$ cat src/rtl/tcp_pkg.sv
package tcp_pkg;
  typedef enum logic [1:0] {
    CORE_IDLE = 2'd0,
    CORE_RUN  = 2'd1,
    CORE_RSV  = 2'd2
  } core_state_e;
endpackage

$ cat src/rtl/tcp_pick.sv
module tcp_pick #(
  parameter int N  = 4,
  parameter int W  = 8,
  parameter int IW = 2
) (
  input  logic [N-1:0]        valid_i,
  input  logic [N-1:0][W-1:0] val_i,
  output logic                any_o,
  output logic [IW-1:0]       max_idx_o,
  output logic [IW-1:0]       min_idx_o,
  output logic signed [W-1:0] max_val_o,
  output logic signed [W-1:0] min_val_o
);
  // strict compares keep the lowest index on ties
  always_comb begin
    any_o     = 1'b0;
    max_idx_o = '0;
    min_idx_o = '0;
    max_val_o = '0;
    min_val_o = '0;
    for (int i = 0; i < N; i++) begin
      if (valid_i[i]) begin
        if (!any_o || $signed(val_i[i]) > max_val_o) begin
          max_val_o = $signed(val_i[i]);
          max_idx_o = IW'(i);
        end
        if (!any_o || $signed(val_i[i]) < min_val_o) begin
          min_val_o = $signed(val_i[i]);
          min_idx_o = IW'(i);
        end
        any_o = 1'b1;
      end
    end
  end
endmodule

$ cat src/rtl/tcp_slot_table.sv
module tcp_slot_table #(
  parameter int NUM_SLOTS = 4,
  parameter int NUM_CORES = 4,
  parameter int TOK_W     = 8,
  parameter int SLOT_W    = 2,
  parameter int CCW       = 3
) (
  input  logic                            clk_i,
  input  logic                            rst_ni,
  input  logic                            ins_fire_i,
  input  logic [TOK_W-2:0]                ins_tok_i,
  input  logic                            rem_fire_i,
  input  logic [SLOT_W-1:0]               rem_slot_i,
  input  logic                            dec_en_i,
  input  logic [SLOT_W-1:0]               dec_slot_i,
  input  logic                            inc_en_i,
  input  logic [SLOT_W-1:0]               inc_slot_i,
  input  logic [NUM_SLOTS-1:0][CCW-1:0]   cancel_i,
  output logic [NUM_SLOTS-1:0]            valid_o,
  output logic [NUM_SLOTS-1:0][TOK_W-1:0] tok_o,
  output logic                            free_o,
  output logic [SLOT_W-1:0]               free_idx_o
);
  localparam int TokFloor = -NUM_CORES;

  logic [NUM_SLOTS-1:0]            valid_q;
  logic [NUM_SLOTS-1:0][TOK_W-1:0] tok_q;

  always_comb begin
    free_o     = 1'b0;
    free_idx_o = '0;
    for (int i = 0; i < NUM_SLOTS; i++) begin
      if (!valid_q[i] && !free_o) begin
        free_o     = 1'b1;
        free_idx_o = SLOT_W'(i);
      end
    end
  end

  for (genvar s = 0; s < NUM_SLOTS; s++) begin : g_slot
    logic [TOK_W-1:0] tok_d;
    logic [TOK_W-1:0] inc_v, dec_v;

    assign inc_v = (inc_en_i && inc_slot_i == SLOT_W'(s)) ? TOK_W'(1) : '0;
    assign dec_v = (dec_en_i && dec_slot_i == SLOT_W'(s)) ? TOK_W'(1) : '0;
    assign tok_d = tok_q[s] + inc_v - dec_v - TOK_W'(cancel_i[s]);

    always_ff @(posedge clk_i or negedge rst_ni) begin
      if (!rst_ni) begin
        valid_q[s] <= 1'b0;
        tok_q[s]   <= '0;
      end else if (ins_fire_i && free_idx_o == SLOT_W'(s)) begin
        valid_q[s] <= 1'b1;
        tok_q[s]   <= TOK_W'(ins_tok_i);
      end else if (rem_fire_i && rem_slot_i == SLOT_W'(s)) begin
        valid_q[s] <= 1'b0;
        tok_q[s]   <= '0;
      end else begin
        tok_q[s]   <= tok_d;
      end
    end


    tok_floor_chk: assert property (@(posedge clk_i) disable iff (!rst_ni)
      valid_q[s] |-> ($signed(tok_q[s]) >= TokFloor));


    inv_zero_chk: assert property (@(posedge clk_i) disable iff (!rst_ni)
      !valid_q[s] |-> (tok_q[s] == '0));
  end


  ins_take_chk: assert property (@(posedge clk_i) disable iff (!rst_ni)
    ins_fire_i |=> valid_q[$past(free_idx_o)]);

  assign valid_o = valid_q;
  assign tok_o   = tok_q;
endmodule

$ cat src/rtl/tcp_core_table.sv
module tcp_core_table
  import tcp_pkg::*;
#(
  parameter int NUM_CORES = 4,
  parameter int NUM_SLOTS = 4,
  parameter int SLOT_W    = 2,
  parameter int CORE_W    = 2,
  parameter int CNT_W     = 4,
  parameter int CCW       = 3
) (
  input  logic                             clk_i,
  input  logic                             rst_ni,
  input  logic [NUM_CORES-1:0]             tb_start_i,
  input  logic [NUM_CORES-1:0]             tb_done_i,
  input  logic                             rem_fire_i,
  input  logic [SLOT_W-1:0]                rem_slot_i,
  input  logic                             asg_en_i,
  input  logic [CORE_W-1:0]                asg_core_i,
  input  logic [SLOT_W-1:0]                asg_slot_i,
  input  logic                             rsv_en_i,
  input  logic [CORE_W-1:0]                rsv_core_i,
  input  logic [SLOT_W-1:0]                rsv_slot_i,
  input  logic [SLOT_W-1:0]                victim_slot_i,
  output logic [NUM_CORES-1:0][1:0]        state_o,
  output logic [NUM_CORES-1:0][SLOT_W-1:0] owner_o,
  output logic [NUM_CORES-1:0][SLOT_W-1:0] next_o,
  output logic [NUM_CORES-1:0][CNT_W-1:0]  cnt_o,
  output logic                             any_idle_o,
  output logic [CORE_W-1:0]                idle_idx_o,
  output logic                             has_victim_o,
  output logic [CORE_W-1:0]                victim_idx_o,
  output logic [NUM_SLOTS-1:0][CCW-1:0]    cancel_o
);
  localparam logic [CNT_W-1:0] CntMax = '1;

  core_state_e             state_q [NUM_CORES];
  logic [SLOT_W-1:0]       owner_q [NUM_CORES];
  logic [SLOT_W-1:0]       next_q  [NUM_CORES];
  logic [CNT_W-1:0]        cnt_q   [NUM_CORES];
  logic [NUM_CORES-1:0]    idle_vec, rsv_vec;

  always_comb begin
    any_idle_o   = 1'b0;
    idle_idx_o   = '0;
    has_victim_o = 1'b0;
    victim_idx_o = '0;
    for (int c = 0; c < NUM_CORES; c++) begin
      if (state_q[c] == CORE_IDLE && !any_idle_o) begin
        any_idle_o = 1'b1;
        idle_idx_o = CORE_W'(c);
      end
      if (state_q[c] == CORE_RUN && owner_q[c] == victim_slot_i && !has_victim_o) begin
        has_victim_o = 1'b1;
        victim_idx_o = CORE_W'(c);
      end
    end
  end

  // per-owner count of reservations cancelled by a removal
  always_comb begin
    for (int s = 0; s < NUM_SLOTS; s++) begin
      cancel_o[s] = '0;
      for (int c = 0; c < NUM_CORES; c++) begin
        if (rem_fire_i && state_q[c] == CORE_RSV && next_q[c] == rem_slot_i &&
            owner_q[c] != rem_slot_i && owner_q[c] == SLOT_W'(s))
          cancel_o[s] = cancel_o[s] + CCW'(1);
      end
    end
  end

  for (genvar c = 0; c < NUM_CORES; c++) begin : g_core
    logic [CNT_W-1:0] cnt_d;

    always_comb begin
      cnt_d = cnt_q[c];
      if (state_q[c] != CORE_IDLE) begin
        if (tb_start_i[c] && !tb_done_i[c] && cnt_q[c] != CntMax)
          cnt_d = cnt_q[c] + CNT_W'(1);
        else if (tb_done_i[c] && !tb_start_i[c] && cnt_q[c] != '0)
          cnt_d = cnt_q[c] - CNT_W'(1);
      end
    end

    always_ff @(posedge clk_i or negedge rst_ni) begin
      if (!rst_ni) begin
        state_q[c] <= CORE_IDLE;
        owner_q[c] <= '0;
        next_q[c]  <= '0;
        cnt_q[c]   <= '0;
      end else if (rem_fire_i && state_q[c] == CORE_RUN && owner_q[c] == rem_slot_i) begin
        state_q[c] <= CORE_IDLE;
        cnt_q[c]   <= '0;
      end else if (rem_fire_i && state_q[c] == CORE_RSV && owner_q[c] == rem_slot_i) begin
        state_q[c] <= CORE_RUN;
        owner_q[c] <= next_q[c];
        cnt_q[c]   <= '0;
      end else if (rem_fire_i && state_q[c] == CORE_RSV && next_q[c] == rem_slot_i) begin
        state_q[c] <= CORE_RUN;
        cnt_q[c]   <= cnt_d;
      end else if (asg_en_i && asg_core_i == CORE_W'(c)) begin
        state_q[c] <= CORE_RUN;
        owner_q[c] <= asg_slot_i;
        cnt_q[c]   <= '0;
      end else if (rsv_en_i && rsv_core_i == CORE_W'(c)) begin
        state_q[c] <= CORE_RSV;
        next_q[c]  <= rsv_slot_i;
        cnt_q[c]   <= cnt_d;
      end else if (state_q[c] == CORE_RSV && cnt_q[c] == '0) begin
        // drained: hand over to the reserving kernel
        state_q[c] <= CORE_RUN;
        owner_q[c] <= next_q[c];
        cnt_q[c]   <= cnt_d;
      end else begin
        cnt_q[c]   <= cnt_d;
      end
    end

    assign state_o[c]  = state_q[c];
    assign owner_o[c]  = owner_q[c];
    assign next_o[c]   = next_q[c];
    assign cnt_o[c]    = cnt_q[c];
    assign idle_vec[c] = (state_q[c] == CORE_IDLE);
    assign rsv_vec[c]  = (state_q[c] == CORE_RSV);


    legal_state_chk: assert property (@(posedge clk_i) disable iff (!rst_ni)
      state_q[c] != 2'd3);


    rsv_next_chk: assert property (@(posedge clk_i) disable iff (!rst_ni)
      (state_q[c] == CORE_RSV) |-> (next_q[c] != owner_q[c]));


    drain_chk: assert property (@(posedge clk_i) disable iff (!rst_ni)
      (state_q[c] == CORE_RSV && cnt_q[c] == '0 && !rem_fire_i)
        |=> (state_q[c] == CORE_RUN && owner_q[c] == $past(next_q[c])));


    idle_cnt_chk: assert property (@(posedge clk_i) disable iff (!rst_ni)
      (state_q[c] == CORE_IDLE) |-> (cnt_q[c] == '0));
  end


  one_asg_chk: assert property (@(posedge clk_i) disable iff (!rst_ni)
    $countones($past(idle_vec) & ~idle_vec) <= 1);


  one_rsv_chk: assert property (@(posedge clk_i) disable iff (!rst_ni)
    $countones(rsv_vec & ~$past(rsv_vec)) <= 1);
endmodule

$ cat src/rtl/token_core_partitioner.sv
module token_core_partitioner #(
  parameter int NUM_CORES = 4,
  parameter int NUM_SLOTS = 4,
  parameter int TOK_W     = 8,
  parameter int CNT_W     = 4,
  localparam int SLOT_W   = (NUM_SLOTS > 1) ? $clog2(NUM_SLOTS) : 1,
  localparam int CORE_W   = (NUM_CORES > 1) ? $clog2(NUM_CORES) : 1
) (
  input  logic                             clk_i,
  input  logic                             rst_ni,
  input  logic                             ins_valid_i,
  input  logic [TOK_W-2:0]                 ins_tok_i,
  output logic                             ins_ready_o,
  output logic [SLOT_W-1:0]                ins_slot_o,
  input  logic                             rem_valid_i,
  input  logic [SLOT_W-1:0]                rem_slot_i,
  input  logic [NUM_CORES-1:0]             tb_start_i,
  input  logic [NUM_CORES-1:0]             tb_done_i,
  output logic [NUM_CORES-1:0][1:0]        core_state_o,
  output logic [NUM_CORES-1:0][SLOT_W-1:0] core_owner_o,
  output logic [NUM_CORES-1:0][SLOT_W-1:0] core_next_o,
  output logic [NUM_CORES-1:0][CNT_W-1:0]  core_cnt_o,
  output logic [NUM_SLOTS-1:0]             slot_valid_o,
  output logic [NUM_SLOTS-1:0][TOK_W-1:0]  slot_tok_o,
  output logic                             done_o
);
  localparam int CCW = $clog2(NUM_CORES + 1);

  logic                          ins_fire, rem_fire;
  logic                          any_valid, any_idle, has_victim;
  logic [SLOT_W-1:0]             max_slot, min_slot;
  logic signed [TOK_W-1:0]       max_tok, min_tok;
  logic signed [TOK_W:0]         gap;
  logic [CORE_W-1:0]             idle_idx, victim_idx;
  logic [NUM_SLOTS-1:0][CCW-1:0] cancel;
  logic                          step_ok, do_assign, do_reserve;
  logic                          busy_q;

  assign ins_fire = ins_valid_i & ins_ready_o;
  assign rem_fire = rem_valid_i & slot_valid_o[rem_slot_i];

  tcp_pick #(
    .N  (NUM_SLOTS),
    .W  (TOK_W),
    .IW (SLOT_W)
  ) i_pick (
    .valid_i   (slot_valid_o),
    .val_i     (slot_tok_o),
    .any_o     (any_valid),
    .max_idx_o (max_slot),
    .min_idx_o (min_slot),
    .max_val_o (max_tok),
    .min_val_o (min_tok)
  );

  assign gap        = {max_tok[TOK_W-1], max_tok} - {min_tok[TOK_W-1], min_tok};
  assign step_ok    = busy_q & ~ins_fire & ~rem_fire & any_valid;
  assign do_assign  = step_ok & any_idle;
  // a gap of one would only swap the two kernels forever
  assign do_reserve = step_ok & ~any_idle & has_victim & (gap >= 2);

  tcp_slot_table #(
    .NUM_SLOTS (NUM_SLOTS),
    .NUM_CORES (NUM_CORES),
    .TOK_W     (TOK_W),
    .SLOT_W    (SLOT_W),
    .CCW       (CCW)
  ) i_slots (
    .clk_i      (clk_i),
    .rst_ni     (rst_ni),
    .ins_fire_i (ins_fire),
    .ins_tok_i  (ins_tok_i),
    .rem_fire_i (rem_fire),
    .rem_slot_i (rem_slot_i),
    .dec_en_i   (do_assign | do_reserve),
    .dec_slot_i (max_slot),
    .inc_en_i   (do_reserve),
    .inc_slot_i (min_slot),
    .cancel_i   (cancel),
    .valid_o    (slot_valid_o),
    .tok_o      (slot_tok_o),
    .free_o     (ins_ready_o),
    .free_idx_o (ins_slot_o)
  );

  tcp_core_table #(
    .NUM_CORES (NUM_CORES),
    .NUM_SLOTS (NUM_SLOTS),
    .SLOT_W    (SLOT_W),
    .CORE_W    (CORE_W),
    .CNT_W     (CNT_W),
    .CCW       (CCW)
  ) i_cores (
    .clk_i         (clk_i),
    .rst_ni        (rst_ni),
    .tb_start_i    (tb_start_i),
    .tb_done_i     (tb_done_i),
    .rem_fire_i    (rem_fire),
    .rem_slot_i    (rem_slot_i),
    .asg_en_i      (do_assign),
    .asg_core_i    (idle_idx),
    .asg_slot_i    (max_slot),
    .rsv_en_i      (do_reserve),
    .rsv_core_i    (victim_idx),
    .rsv_slot_i    (max_slot),
    .victim_slot_i (min_slot),
    .state_o       (core_state_o),
    .owner_o       (core_owner_o),
    .next_o        (core_next_o),
    .cnt_o         (core_cnt_o),
    .any_idle_o    (any_idle),
    .idle_idx_o    (idle_idx),
    .has_victim_o  (has_victim),
    .victim_idx_o  (victim_idx),
    .cancel_o      (cancel)
  );

  always_ff @(posedge clk_i or negedge rst_ni) begin
    if (!rst_ni)                                   busy_q <= 1'b0;
    else if (ins_fire || rem_fire)                 busy_q <= 1'b1;
    else if (busy_q && !do_assign && !do_reserve)  busy_q <= 1'b0;
  end

  assign done_o = ~busy_q;


  trig_chk: assert property (@(posedge clk_i) disable iff (!rst_ni)
    (ins_fire || rem_fire) |=> !done_o);


  done_hold_chk: assert property (@(posedge clk_i) disable iff (!rst_ni)
    (done_o && !ins_fire && !rem_fire) |=> done_o);


  stop_chk: assert property (@(posedge clk_i) disable iff (!rst_ni)
    (!done_o && !ins_fire && !rem_fire && !any_idle && (gap < 2)) |=> done_o);
endmodule

$ cat config.mk
export PLATFORM = sky130hd
export DESIGN_NAME = token_core_partitioner
export DESIGN_NICKNAME = d
export VERILOG_FILES = /design/src/rtl/tcp_pkg.sv /design/src/rtl/tcp_pick.sv /design/src/rtl/tcp_slot_table.sv /design/src/rtl/tcp_core_table.sv /design/src/rtl/token_core_partitioner.sv
export SDC_FILE = /design/constraint.sdc
export NUM_CORES = 1
export LEC_CHECK = 0
export BUFFER_PORTS_ARGS = -buffer_cell sky130_fd_sc_hd__buf_2
export CORE_MARGIN = 8
export CORE_UTILIZATION = 66
export CTS_CLUSTER_DIAMETER = 80
export DETAILED_ROUTE_END_ITERATION = 6
export PLACE_DENSITY = 0.88
export SKIP_CTS_REPAIR_TIMING = 1
export SYNTH_ARGS = -nofsm -noshare
export SYNTH_HDL_FRONTEND = slang
export SYNTH_HIERARCHICAL = 1
export SYNTH_SLANG_ARGS = --single-unit
export TNS_END_PERCENT = 100
$ cat constraint.sdc
create_clock -name clk_i -period 26.4 [get_ports clk_i]
set_clock_uncertainty 0.1 [all_clocks]
set_input_delay 1.32 -clock clk_i [delete_from_list [all_inputs] [get_ports clk_i]]
set_output_delay 1.32 -clock clk_i [all_outputs]
set_load 0.005 [all_outputs]
==> impl_metrics.ini, run 1 <==
[final_layout]
finalInstanceArea_um2 = 9860
final_nets = 1269
diodes = 0
area_growth_pct = 9.76
seq_area_um2 = 1930
multi_input_area_um2 = 6540
fillers = 988
drive_gt1_frac = 0.189

[floorplanning]
die_y_um = 133
core_area_um2 = 13300
rows = 42
ios = 101
die-area_um2 = 17600
start_util = 0.676
die_w_um = 133

[synth]
syn_inst = 1052
synth.distinct_cells = 101
ys_async_sr_fraction = 1.00
yosys_register_bits = 77
synth-warning-count = 6
synth_area_um2 = 8990
synth-edff-count = 0
synth_area_per_cell_um2 = 8.54
netlist.top_cell.by_area = dfrtp_1
synth.yosys.seq_area_share = 0.214
synth_top_area_share = 0.214
synth-main-ff-cell = dfrtp_1
synth_area_leaders = dfrtp_1, ha_1, xnor2_1
syn-num-nets = 1185

[routing]
drtIter0Drc = 703
postRouteAntennaNets = 0
drc_errors = 1
wl_per_cell_um = 19.0
wl_um = 25000
vias = 8488
routed_via_density = 6.45
drt-pass1-iter-count = 7

[outcome]
run_status = finished with violations
failed_checks = DRC

[global_routing]
grt_pass1_vias = 8272
grt_pass1_wl_um = 40900
grt_antenna_before_repair = 0
grt_max_degree = 78
track_usage = 0.281
globalRouteOverflowTotal = 0

[setup_path]
worstSetupEndpointType = flip-flop
reg2regPathDepth = 44
worst_r2r_startpoint = i_slots/valid_o[0]$_DFFE_PN0P_
cpPeakStageDelay_ps = 800
cp_max_fo = 26
cp.depth = 44
cpMostUsedCell = ha_1
start_kind = flip-flop
cp.buffers_inverters = 2
cp_data_required_time_ps = 26540
rr_endpoint = i_slots/tok_o[7]$_DFF_PN0_
path_delay_family = compound AO/OA/AOI/OAI gates
cp.arrival_ps = 12370
rrSetupSlack_ps = 14170
critPathSlowestCell = dfrtp_1
path_class = reg2reg

[clocking]
cts_tree = built
cts_buffers = 9
cts.sinks = 77
clock-root-buffer = clkbuf_16
clk_path_buf_depth = 2
insertion_delay_ps = 340
cts.reportedPaths.clkPinSlew_ps = 60
htreeDepth = 3

[hold_path]
hp-start = i_cores/next_o[4]$_DFFE_PN0P_
hold_depth = 1
hp-class = reg2reg
hold_end = i_cores/next_o[4]$_DFFE_PN0P_

[place]
io_buffers = 100
gp_congestion = 0.952
placed_cell_area_um2 = 9550
dp.final_hpwl_um = 19200

[sta]
fin_setup_tns_ps = 0
fin_crit_ps = 12230
slew_violations = 0
slew_headroom = 0.329
worstMarginPinSlew_ps = 1010
rsz0062_at_grt = no
finalCritPeriodShare = 0.463
setup_viol_count_final = 0
hold_viol = 0
fmax_ghz = 0.0818

[flow_run]
drv_cap = 0
## placed cells by master (no fill, tap or decap), types with 11 or more instances in the layout
| master | instances |
|---|---|
| o21a_1 | 11 |
| nor2_1 | 74 |
| nand3_1 | 40 |
| nand2_1 | 93 |
| o31ai_1 | 22 |
| xor2_1 | 28 |
| o21ai_0 | 50 |
| fa_1 | 13 |
| a21oi_1 | 53 |
| ha_1 | 99 |
| inv_1 | 91 |
| nor2b_1 | 23 |
| o211ai_1 | 12 |
| mux2i_1 | 17 |
| xnor2_1 | 42 |
| nor3_1 | 13 |
| buf_2 | 99 |
| a211oi_1 | 11 |
| mux2_2 | 32 |
| nand4_1 | 11 |
| dfrtp_1 | 77 |
## state kept, by name (all words and copies together) (netlist names)
register,count
i_slots/tok_o,32
i_cores/cnt_o,16
i_cores/next_o,8
i_cores/owner_o,8
i_cores/state_o,8
i_slots/valid_o,4
busy_q,1
## synth_stat cells, types with 22 or more instances
cell type and number:
xnor2_1 42, nand2_1 93, dfrtp_1 77, ha_1 99, nor2_1 74, xor2_1 28, nand3_1 40, inv_1 91
o21ai_0 50, nor2b_1 23, mux2_2 32, o31ai_1 22, a21oi_1 53
## stage by stage
| stage | std cells | util | setup slack, ps | hold WS, ps |
|---|---|---|---|---|
| floorplan | 1052 | - | 15800 | 463 |
| global placement | 1301 | 0.718 | 14770 | 463 |
| detailed placement | 1301 | 0.718 | 14390 | 469 |
| CTS | 1316 | 0.742 | 14330 | 489 |
| global route | 1316 | 0.742 | 13200 | 514 |
| finish | 1316 | 0.742 | 14170 | 485 |
## metal layers
layer,track usage,wire length [µm]
met4,0.0915,644
met2,0.443,11500
met5,0,0
met1,0.364,10600
met3,0.0799,2280
## how the worst max path moves through the flow
stage,from,end,slack (ps)
after floorplan,i_slots/valid_o[0]$_DFFE_PN0P_,i_slots/tok_o[7]$_DFF_PN0_,15800
after global placement,i_slots/valid_o[0]$_DFFE_PN0P_,i_slots/tok_o[7]$_DFF_PN0_,14770
after detailed placement,i_slots/valid_o[0]$_DFFE_PN0P_,i_slots/tok_o[7]$_DFF_PN0_,14390
after CTS,i_slots/valid_o[0]$_DFFE_PN0P_,i_slots/tok_o[7]$_DFF_PN0_,14330
after global routing,i_slots/valid_o[0]$_DFFE_PN0P_,i_slots/tok_o[7]$_DFF_PN0_,13200
final,i_slots/valid_o[0]$_DFFE_PN0P_,i_slots/tok_o[7]$_DFF_PN0_,14170
## layout make-up
| cell class | count | share of cell area |
|---|---|---|
| multi-input cells | 855 | 0.663 |
| repair buffers | 102 | 0.0525 |
| inverters | 91 | 0.0346 |
| flip-flops and latches | 77 | 0.195 |
| clock inverters | 4 | 0.00736 |
| well taps | 176 | 0.0223 |
| clock buffers | 11 | 0.0246 |
## kinds of logic (layout without fill, tap and decap cells)
kind of cell	count (synthesis)	in the layout	synth area share
adders and majority gates	112	112	0.167
AOI/OAI and AO/OA	253	253	0.200
xor gates and xnor gates	72	72	0.0718
muxes	52	52	0.0643
and+or+nand+nor	366	366	0.225
buffers and inverters	120	208	0.0576
DFF	77	77	0.214
Power of run 1 is not shown: default switching activity piles up to over one toggle a cycle in this logic, so the estimate is an artifact.
==> inputs of run 2 (changes only) <==
--- a/config.mk
+++ b/config.mk
@@ -7,10 +7,10 @@
 export LEC_CHECK = 0
 export BUFFER_PORTS_ARGS = -buffer_cell sky130_fd_sc_hd__buf_2
 export CORE_MARGIN = 8
-export CORE_UTILIZATION = 66
+export CORE_UTILIZATION = 55
 export CTS_CLUSTER_DIAMETER = 80
 export DETAILED_ROUTE_END_ITERATION = 6
-export PLACE_DENSITY = 0.88
+export PLACE_DENSITY = 0.79
 export SKIP_CTS_REPAIR_TIMING = 1
 export SYNTH_ARGS = -nofsm -noshare
 export SYNTH_HDL_FRONTEND = slang
==> constraint.sdc (replaced) <==
create_clock -name clk_i -period 10.2 [get_ports clk_i]
set_clock_uncertainty 0.1 [all_clocks]
set_input_delay 0.51 -clock clk_i [delete_from_list [all_inputs] [get_ports clk_i]]
set_output_delay 0.51 -clock clk_i [all_outputs]
set_load 0.005 [all_outputs]
==> impl_metrics.ini, run 2 (synthesis gave the netlist of run 1 again) <==
[place]
gp_congestion = 0.899
io_buffers = 100
dp.final_hpwl_um = 19700
place_ws_ps = -283
placed_cell_area_um2 = 10000

[sta]
setup_slack_ps = 26.3
rsz0062_at_grt = yes
slew_headroom = 0.341
hold_viol = 0
slew_violations = 0
fin_setup_tns_ps = 0
whs_ps = 228
finalCritPeriodShare = 0.997
setup_viol_count_final = 0
worstMarginPinSlew_ps = 988
fmax_ghz = 0.0983
fin_crit_ps = 10170

[global_routing]
track_usage = 0.244
grt_max_degree = 78
globalRouteOverflowTotal = 0
grt_antenna_before_repair = 0
grt_pass1_vias = 8276
grt_pass1_wl_um = 40500

[routing]
routed_via_density = 6.13
drtIter0Drc = 616
wl_um = 27400
drc_errors = 0
drt-pass1-iter-count = 7
postRouteAntennaNets = 0
wl_per_cell_um = 19.1
vias = 8787

[setup_path]
cpMostUsedCell = o21a_1
cp_max_fo = 6
critPathSlowestCell = dfrtp_2
worstSetupEndpointType = flip-flop
cp_data_required_time_ps = 10330
start_kind = flip-flop
cp.arrival_ps = 10310
path_class = reg2reg
cpPeakStageDelay_ps = 470
reg2regPathDepth = 45

[floorplanning]
die-area_um2 = 20700
die_w_um = 144
rows = 46
die_y_um = 144
core_area_um2 = 15900
ios = 101
start_util = 0.564

[final_layout]
final_nets = 1345
diodes = 0
area_growth_pct = 25.1
mostFrequentLayoutCell = buf_2
layout_common_cells = buf_2, inv_1, nand2_1, ha_1, dfrtp_1
drive_gt1_frac = 0.320
largest_register_ffs = 32
finalInstanceArea_um2 = 11200

[outcome]
run_status = finished, final reports clean

[clocking]
clk_path_buf_depth = 2
htreeDepth = 3
clock-root-buffer = clkbuf_16
cts.reportedPaths.clkPinSlew_ps = 60
cts_buffers = 9
cts.sinks = 77
cts_tree = built
insertion_delay_ps = 340

[flow_run]
drv_cap = 0

[hold_path]
hp-class = in2async
-- run 2: worst paths after layout --
path                       slack (ps)                           start                        endpoint
max in group asynchronous        9070                          rst_ni  i_slots/valid_o[0]$_DFFE_PN0P_
setup / recovery                   30  i_slots/valid_o[0]$_DFFE_PN0P_      i_slots/tok_o[7]$_DFF_PN0_
setup reg to reg                   30  i_slots/valid_o[0]$_DFFE_PN0P_      i_slots/tok_o[7]$_DFF_PN0_
min in group clk_i                370                    ins_tok_i[3]      i_slots/tok_o[3]$_DFF_PN0_
hold / removal                    230                          rst_ni     i_cores/cnt_o[15]$_DFF_PN0_
hold reg to reg                   470   i_cores/next_o[4]$_DFFE_PN0P_   i_cores/next_o[4]$_DFFE_PN0P_
-- run 2: area by class of cell --
| cell class | instances | area (µm²) |
|---|---|---|
| Clock buffer | 10 | 229 |
| Multi-Input combinational cell | 856 | 7270 |
| Fill cell | 1170 | 4700 |
| Timing Repair Buffer | 177 | 1120 |
| Inverter | 91 | 342 |
| Tap cell | 216 | 270 |
| Sequential cell | 77 | 1930 |
| Clock inverter | 6 | 87.6 |
-- run 2: through the flow --
| stage | instances | utilization |
|---|---|---|
| after floorplan | 1052 | - |
| after global placement | 1393 | 0.628 |
| after detailed placement | 1393 | 0.628 |
| after CTS | 1409 | 0.648 |
| after global routing | 1433 | 0.705 |
| final | 1433 | 0.705 |
-- run 2: critical path: cells and delay by family (launching register included) --
family,cells,cell delay (ps)
fa+ha+maj,8,2410
mux,1,250
flops,1,470
simple gates,13,2160
buf+inv,3,460
compound gates,20,4220
-- run 2: per-layer routing --
metal / up-vias / track usage / routed length [µm]
met5: - / 0 / 0
met4: 0 / 0.103 / 816
met3: 72 / 0.0368 / 1870
met2: 373 / 0.408 / 13500
met1: 4225 / 0.306 / 11300
li1: 4117 / - / -
Power of run 2 is left out for the same reason.
==> inputs of run 3 (changes only) <==
--- a/config.mk
+++ b/config.mk
@@ -7,10 +7,10 @@
 export LEC_CHECK = 0
 export BUFFER_PORTS_ARGS = -buffer_cell sky130_fd_sc_hd__buf_2
 export CORE_MARGIN = 8
-export CORE_UTILIZATION = 55
+export CORE_UTILIZATION = 61
 export CTS_CLUSTER_DIAMETER = 80
 export DETAILED_ROUTE_END_ITERATION = 6
-export PLACE_DENSITY = 0.79
+export PLACE_DENSITY = 0.83
 export SKIP_CTS_REPAIR_TIMING = 1
 export SYNTH_ARGS = -nofsm -noshare
 export SYNTH_HDL_FRONTEND = slang
==> constraint.sdc (replaced) <==
create_clock -name clk_i -period 9.95 [get_ports clk_i]
set_clock_uncertainty 0.1 [all_clocks]
set_input_delay 0.4975 -clock clk_i [delete_from_list [all_inputs] [get_ports clk_i]]
set_output_delay 0.4975 -clock clk_i [all_outputs]
set_load 0.005 [all_outputs]
==> impl_metrics.ini, run 3 (synthesis gave the netlist of run 1 again) <==
[place]
place_ws_ps = -338
placed_cell_area_um2 = 10000
gp_congestion = 0.991
dp.final_hpwl_um = 19800
io_buffers = 100

[sta]
slew_headroom = 0.347
slew_violations = 0
fin_crit_ps = 10150
setup_slack_ps = -201
fin_setup_tns_ps = -341
setup_viol_count_final = 4
rsz0062_at_grt = yes
worstMarginPinSlew_ps = 980
hold_viol = 0
finalCritPeriodShare = 1.02
fmax_ghz = 0.0985

[global_routing]
grt_antenna_before_repair = 0
grt_max_degree = 76
grt_pass1_vias = 8286
grt_pass1_wl_um = 41100
track_usage = 0.272
globalRouteOverflowTotal = 0

[clocking]
cts_buffers = 9
cts_tree = built
cts.reportedPaths.clkPinSlew_ps = 60
insertion_delay_ps = 340
clk_path_buf_depth = 2
cts.sinks = 77
htreeDepth = 3
clock-root-buffer = clkbuf_16

[hold_path]
hp-start = ins_tok_i[1]
hp-class = in2reg
hold_end = i_slots/tok_o[1]$_DFF_PN0_
hold_depth = 3

[routing]
postRouteAntennaNets = 0
drc_errors = 0
wl_per_cell_um = 19.8
wl_um = 27800
vias = 9002
drt-pass1-iter-count = 5
routed_via_density = 6.40
drtIter0Drc = 636

[final_layout]
final_nets = 1350
diodes = 0
largest_register_ffs = 32
finalInstanceArea_um2 = 11100
drive_gt1_frac = 0.315
mostFrequentLayoutCell = buf_2
layout_common_cells = buf_2, inv_1, nand2_1, ha_1, buf_4
area_growth_pct = 23.8
post-route-util = 0.768

[floorplanning]
die-area_um2 = 18900
ios = 101
start_util = 0.621
die_w_um = 137
core_area_um2 = 14500
die_y_um = 137
rows = 44

[setup_path]
worstSetupEndpointType = flip-flop
cp_data_required_time_ps = 10040
start_kind = flip-flop
rr_endpoint = i_slots/tok_o[7]$_DFF_PN0_
worst_r2r_startpoint = i_slots/valid_o[0]$_DFFE_PN0P_
path_class = reg2reg
reg2regPathDepth = 48
critPathSlowestCell = fa_1
path_delay_family = compound AO/OA/AOI/OAI gates
crit_start = i_slots/valid_o[0]$_DFFE_PN0P_
cpMostUsedCell = o21a_1
cp.buffers_inverters = 4
cp_max_fo = 6
cpPeakStageDelay_ps = 500
cp.arrival_ps = 10240
rrSetupSlack_ps = -200

[outcome]
failed_checks = setup timing
run_status = finished with violations

[flow_run]
drv_cap = 0
## run 3: per-stage QoR
stage | std cells | hold slack [ps]
finish | 1406 | 353
global route | 1406 | 352
CTS | 1383 | -176
detailed placement | 1367 | 186
global placement | 1367 | 186
floorplan | 1052 | 102
## run 3: worst register-to-register path, delay by kind of cell, from the launching register on
family                     cells  cell delay [ps]
AOI/OAI and AO/OA             18             3280
adders and majority gates      9             2970
DFF                            1              410
and+or+nand+nor               14             2090
buffers and inverters          4              420
muxes                          3              760
## run 3: cell type report
type	instances	area [µm²]
sequential	77	1930
multi-input combinational	856	7140
fill	979	3360
clock buffer	9	225
tap	184	230
clock inverter	7	97.6
timing repair buffer	182	1160
inverter	91	342
## run 3: how the worst max path moves through the flow
| stage | endpoint | slack [ps] | cells after the start |
|---|---|---|---|
| 6_report | i_slots/tok_o[7]$_DFF_PN0_ | -200 | 48 |
| 5_1_grt | i_slots/tok_o[7]$_DFF_PN0_ | -640 | 49 |
| 4_1_cts | i_slots/tok_o[7]$_DFF_PN0_ | -450 | 43 |
| 3_5_place_dp | i_slots/tok_o[7]$_DFF_PN0_ | -340 | 44 |
| 3_3_place_gp | i_slots/tok_o[7]$_DFF_PN0_ | -90 | 42 |
| 2_1_floorplan | i_slots/tok_o[7]$_DFF_PN0_ | 9 | 48 |
## run 3: routing by layer
metal,up-vias,GRT usage,share of wire
li1,4126,-,-
met5,-,0,0
met2,443,0.468,0.49
met4,0,0.105,0.035
met1,4333,0.339,0.40
met3,100,0.0361,0.083
Power of run 3 is left out for the same reason.
